## src/rtl/flag_alu_pkg.sv

```systemverilog
package flag_alu_pkg;

  typedef enum logic [3:0] {
    OP_ADD = 4'h0,
    OP_ADC = 4'h1,
    OP_SUB = 4'h2,
    OP_AND = 4'h3,
    OP_CMP = 4'h8,
    OP_CMN = 4'h9,
    OP_TST = 4'hA,
    OP_TEQ = 4'hB
  } alu_op_e;

  typedef struct packed {
    logic n;
    logic z;
    logic c;
    logic v;
  } flags_t;

endpackage

```

## src/rtl/flag_alu_shifter.sv

```systemverilog
module flag_alu_shifter #(
  parameter int DW  = 32,
  parameter int SHW = $clog2(DW)
) (
  input  logic [DW-1:0]  operand,
  input  logic           right,
  input  logic [SHW-1:0] amt,
  input  logic           c_keep,
  output logic [DW-1:0]  shifted,
  output logic           c_out
);
  logic [DW:0] ext_r;
  logic [DW:0] ext_l;

  // extra bit beside the operand catches the last bit pushed out
  assign ext_r = {operand, 1'b0} >> amt;
  assign ext_l = {1'b0, operand} << amt;

  always_comb begin
    if (amt == '0) begin
      shifted = operand;
      c_out   = c_keep;
    end else if (right) begin
      shifted = ext_r[DW:1];
      c_out   = ext_r[0];
    end else begin
      shifted = ext_l[DW-1:0];
      c_out   = ext_l[DW];
    end
  end
endmodule

```

## src/rtl/flag_alu_core.sv

```systemverilog
module flag_alu_core
  import flag_alu_pkg::*;
#(
  parameter int DW = 32
) (
  input  logic [3:0]    opcode,
  input  logic          en,
  input  logic          set_flags,
  input  logic [DW-1:0] a,
  input  logic [DW-1:0] bs,
  input  logic          sh_c,
  input  flags_t        cur,
  output logic [DW-1:0] value,
  output logic          wr_en,
  output logic          flag_we,
  output flags_t        nxt
);
  logic          known;
  logic          arith;
  logic [DW-1:0] b_op;
  logic          cin;
  logic [DW:0]   sum;
  logic          c_msb_in;
  logic          c_msb_out;

  always_comb begin
    known = 1'b1;
    arith = 1'b1;
    b_op  = bs;
    cin   = 1'b0;
    case (opcode)
      OP_ADD, OP_CMN: ;
      OP_ADC:         cin = cur.c;
      OP_SUB, OP_CMP: begin b_op = ~bs; cin = 1'b1; end
      OP_AND, OP_TST, OP_TEQ: arith = 1'b0;
      default: begin known = 1'b0; arith = 1'b0; end
    endcase
  end

  assign sum       = {1'b0, a} + {1'b0, b_op} + {{DW{1'b0}}, cin};
  assign c_msb_out = sum[DW];
  assign c_msb_in  = sum[DW-1] ^ a[DW-1] ^ b_op[DW-1];

  always_comb begin
    if (arith)                value = sum[DW-1:0];
    else if (opcode == OP_TEQ) value = a ^ bs;
    else                      value = a & bs;
  end

  assign wr_en   = en && known && !opcode[3];
  assign flag_we = en && known && (opcode[3] || set_flags);

  always_comb begin
    nxt.n = value[DW-1];
    nxt.z = (value == '0);
    nxt.c = arith ? c_msb_out : sh_c;
    nxt.v = arith ? (c_msb_in ^ c_msb_out) : cur.v;
  end
endmodule

```

## src/rtl/flag_alu.sv

```systemverilog
module flag_alu
  import flag_alu_pkg::*;
#(
  parameter int DW  = 32,
  parameter int SHW = $clog2(DW)
) (
  input  logic           clk,
  input  logic           rst_n,
  input  logic           op_en,
  input  logic [3:0]     opcode,
  input  logic           set_flags,
  input  logic [DW-1:0]  opnd_a,
  input  logic [DW-1:0]  opnd_b,
  input  logic           shift_right,
  input  logic [SHW-1:0] shift_amt,
  output logic [DW-1:0]  result,
  output logic           result_valid,
  output logic [3:0]     flags
);
  flags_t        flags_q;
  flags_t        flags_d;
  logic [DW-1:0] b_sh;
  logic          sh_c;
  logic [DW-1:0] value;
  logic          wr_en;
  logic          flag_we;
  logic [DW-1:0] res_q;
  logic          vld_q;

  flag_alu_shifter #(.DW(DW), .SHW(SHW)) shf_i (
    .operand (opnd_b),
    .right   (shift_right),
    .amt     (shift_amt),
    .c_keep  (flags_q.c),
    .shifted (b_sh),
    .c_out   (sh_c)
  );

  flag_alu_core #(.DW(DW)) core_i (
    .opcode    (opcode),
    .en        (op_en),
    .set_flags (set_flags),
    .a         (opnd_a),
    .bs        (b_sh),
    .sh_c      (sh_c),
    .cur       (flags_q),
    .value     (value),
    .wr_en     (wr_en),
    .flag_we   (flag_we),
    .nxt       (flags_d)
  );

  always_ff @(posedge clk) begin
    if (!rst_n) begin
      flags_q <= '0;
      res_q   <= '0;
      vld_q   <= 1'b0;
    end else begin
      vld_q <= wr_en;
      if (wr_en)   res_q   <= value;
      if (flag_we) flags_q <= flags_d;
    end
  end

  assign result       = res_q;
  assign result_valid = vld_q;
  assign flags        = flags_q;
endmodule

```

## config.mk

```make
export PLATFORM = sky130hd
export DESIGN_NAME = flag_alu
export DESIGN_NICKNAME = d
export VERILOG_FILES = /design/src/rtl/flag_alu_pkg.sv /design/src/rtl/flag_alu_shifter.sv /design/src/rtl/flag_alu_core.sv /design/src/rtl/flag_alu.sv
export SDC_FILE = /design/constraint.sdc
export NUM_CORES = 1
export LEC_CHECK = 0
export BUFFER_PORTS_ARGS = -buffer_cell sky130_fd_sc_hd__buf_2
export CELL_PAD_IN_SITES_DETAIL_PLACEMENT = 1
export CELL_PAD_IN_SITES_GLOBAL_PLACEMENT = 1
export CORE_ASPECT_RATIO = 0.6
export CORE_UTILIZATION = 48
export CTS_CLUSTER_SIZE = 8
export DETAILED_ROUTE_END_ITERATION = 12
export PLACE_DENSITY_LB_ADDON = 0.1
export SLEW_MARGIN = 20
export SYNTH_ARGS = -nofsm -noshare
export SYNTH_HDL_FRONTEND = slang
export SYNTH_SLANG_ARGS = --single-unit
```

## constraint.sdc

```tcl
create_clock -name clk -period 12.7 [get_ports clk]
set_input_delay 0.635 -clock clk [delete_from_list [all_inputs] [get_ports clk]]
set_output_delay 0.635 -clock clk [all_outputs]
set_load 0.05 [all_outputs]
```

==> results.cfg <==
[hold_path]
hp-class = flip-flop to flip-flop
hp-start = result[1]

[die]
rows = 36
die_width_um = 171
dieArea_sq_um = 17600
pin_count = 115
die_h_um = 103
core_sq_um = 16400
initial_core_util_pct = 49.8

[routing]
drtPass1Iterations = 7
wl_per_cell_um = 24.0
drt-total-wl_mm = 32.7
viasPerCell = 6.71
drtAntennaViolNets = 0
drcViolationCount = 0
drt_iter0_drc = 1006
vias = 9139

[power]
power.density_nw_per_um2 = 86.9
max-vdd-ir-drop_v = 0.0000511
p_leak_nw = 4.09

[synthesis]
synth_fp_nets = 1229
asyncSetResetFlopFracSynth_pct = 0
synth_area_sq_um = 8190
synth_edf_count = 0
synth_top_area_cell = mux2i_1
synth.avg_cell_area_sq_um = 7.54
synth.distinct_cells = 70
synth_top_cell_area_share_pct = 12.7
yosysWarnings = 0
ys_ff_latch = 37
synth.area.top_cells = mux2i_1 13%, mux4_2 9.9%, ha_1 9.6%, dfxtp_1 9.0%, a21oi_1 7.4%
ys_seq_area_share_pct = 9.05
synth_top_flop_cell = dfxtp_1
synthCells = 1086

[critical_path]
startpoint_type = input port
cp-startpoint = shift_amt[0]
end_kind = flip-flop
r2r_start = flags[1]
critPathArrivalTime_ps = 7030
crit_path_max_fanout = 51
path_class = input port to flip-flop
cp.required_ps = 12910

[clock_tree]
cts_resized = 0
post_cts_buffers = 0
htree_levels = 2
clk_latency_ps = 290
cts_made_buffers = 5
clk_path_buf_depth = 2
cts_tree = done
cts.sinks = 37
clk_pin_slew_ps = 60
cts_hold_buf = 0
clock-root-buffer = clkbuf_16

[timing]
skew_ps = 2.86
timing_worst_slew_pin_value_ps = 1170
hold_viol = 0
period_minus_slack_ps = 6830
final_max_slew_viol_count = 0
relSlewSlack_pct = 22.1
setup_viol = 0
finalCritPeriodShare_pct = 53.7
fin_tns_setup_ps = 0
clock.fmax_mhz = 146
fin_ws_ps = 5870
rsz0062_at_grt = false

[place]
io_buffer_count = 114
hpwlAfterDp_mm = 25.9
pre_cts_ws_ps = 5950
place_inst = 1354
gp_congestion = 0.990
postPlaceCellArea_sq_um = 8790

[final_layout]
antennaDiodeCount = 0
area_growth_pct = 9.05
layout_commonest_cell = nor2_1
layout_common_cells = 133 x nor2_1, 121 x a21oi_1, 113 x buf_2
nets = 1276
instances_no_fill = 1362
final_area_sq_um = 8930
final_layout_size_suffix_gt1_share_pct = 18.8
fillers = 2138

[grt]
grt_max_degree = 70
grt_pass1_vias = 8480
grt_pass1_wl_mm = 49.4
grt_use_total_pct = 37.5
grt-ovfl-total = 0
antenna_found_initial = 1

[run_status]
status = complete, no violations

[run]
max-cap-violations = 0
[cells in the mapped netlist (14+ instances only)]
master    number
nor2_1       136
a21oi_1      121
mux2i_1      104
nand2_1       83
o21ai_0       71
ha_1          63
clkbuf_1      55
xor2_1        43
dfxtp_1       37
mux4_2        36
mux2_2        24
a211oi_1      21
nand3_1       20
nand2b_1      19
a31oi_1       18
buf_2         17
a21o_1        15
o22ai_1       15
inv_1         14
o211ai_1      14
[flip-flops by register name, indices dropped and copies added (netlist names)]
register	flops
result_valid	1
flags	4
result	32
[area by class of cell]
class / instances / area, sq um / area share, %
multi-input cells: 948 / 7040 / 78.9
clock inverters: 2 / 10.0 / 0.112
inverters: 14 / 52.6 / 0.589
flip-flops and latches: 37 / 741 / 8.30
well taps: 228 / 285 / 3.20
clock buffers: 6 / 129 / 1.44
repair buffers: 127 / 671 / 7.51
[logic make-up (layout without fill, tap and decap cells)]
family                     after synthesis  in the layout  share of synthesized area (%)
AOI/OAI and AO/OA                      344            344                           26.4
and+or+nand+nor                        321            321                           17.7
muxes                                  164            164                           25.9
buffers and inverters                  101            149                           5.12
adders and majority gates               65             65                           10.1
xor gates and xnor gates                54             54                           5.78
DFF                                     37             37                           9.05
[worst max-delay path, stage by stage]
cell,delay (ps)
buf_2,70
buf_4,550
inv_1,80
buf_4,310
nor2_1,610
o2bb2ai_1,330
mux2_2,320
nand2_1,60
o21ai_0,90
nand2_1,90
a21oi_1,370
xor2_1,230
inv_1,80
fa_1,430
nand2b_1,210
a21oi_1,190
nor2_1,140
o311ai_0,440
xor2_1,170
a211oi_1,600
o2111ai_1,250
nor4_1,360
nand4_1,140
o31ai_1,200
[report_power, final]
| group | internal [W] | total, W | leakage (nW) | switching, W |
|---|---|---|---|---|
| clock | 0.0000722 | 0.000126 | 0.0706 | 0.0000534 |
| sequential | 0.000121 | 0.000124 | 0.301 | 0.00000269 |
| combinational | 0.000190 | 0.000526 | 3.72 | 0.000336 |
| total | 0.000383 | 0.000775 | 4.09 | 0.000392 |
[path summary, 6_finish.rpt]
| check | end | slack (ps) | depth (start not counted) |
|---|---|---|---|
| setup / recovery | flags[2] | 5870 | 24 |
| hold / removal | result[1] | 460 | 2 |
| setup reg to reg | flags[2] | 8270 | 15 |
| hold reg to reg | result[1] | 460 | 2 |
[through the flow]
step | utilization, % | power [W] | hold WS [ps]
2_1_floorplan | - | 0.000486 | 524
3_3_place_gp | 53.5 | 0.000622 | 444
3_5_place_dp | 53.5 | 0.000631 | 450
4_1_cts | 54.3 | 0.000759 | 460
5_1_grt | 54.3 | 0.000822 | 485
6_report | 54.3 | 0.000775 | 457
[metal layers]
layer	global-route usage (%)	vias up	share of wire, %
met1	56.9	4506	49
met3	12.4	29	12
met4	4.71	2	0.91
met5	0	-	0.040
met2	50.9	427	38
li1	-	4175	-
Power figures use the tool's default switching activity.
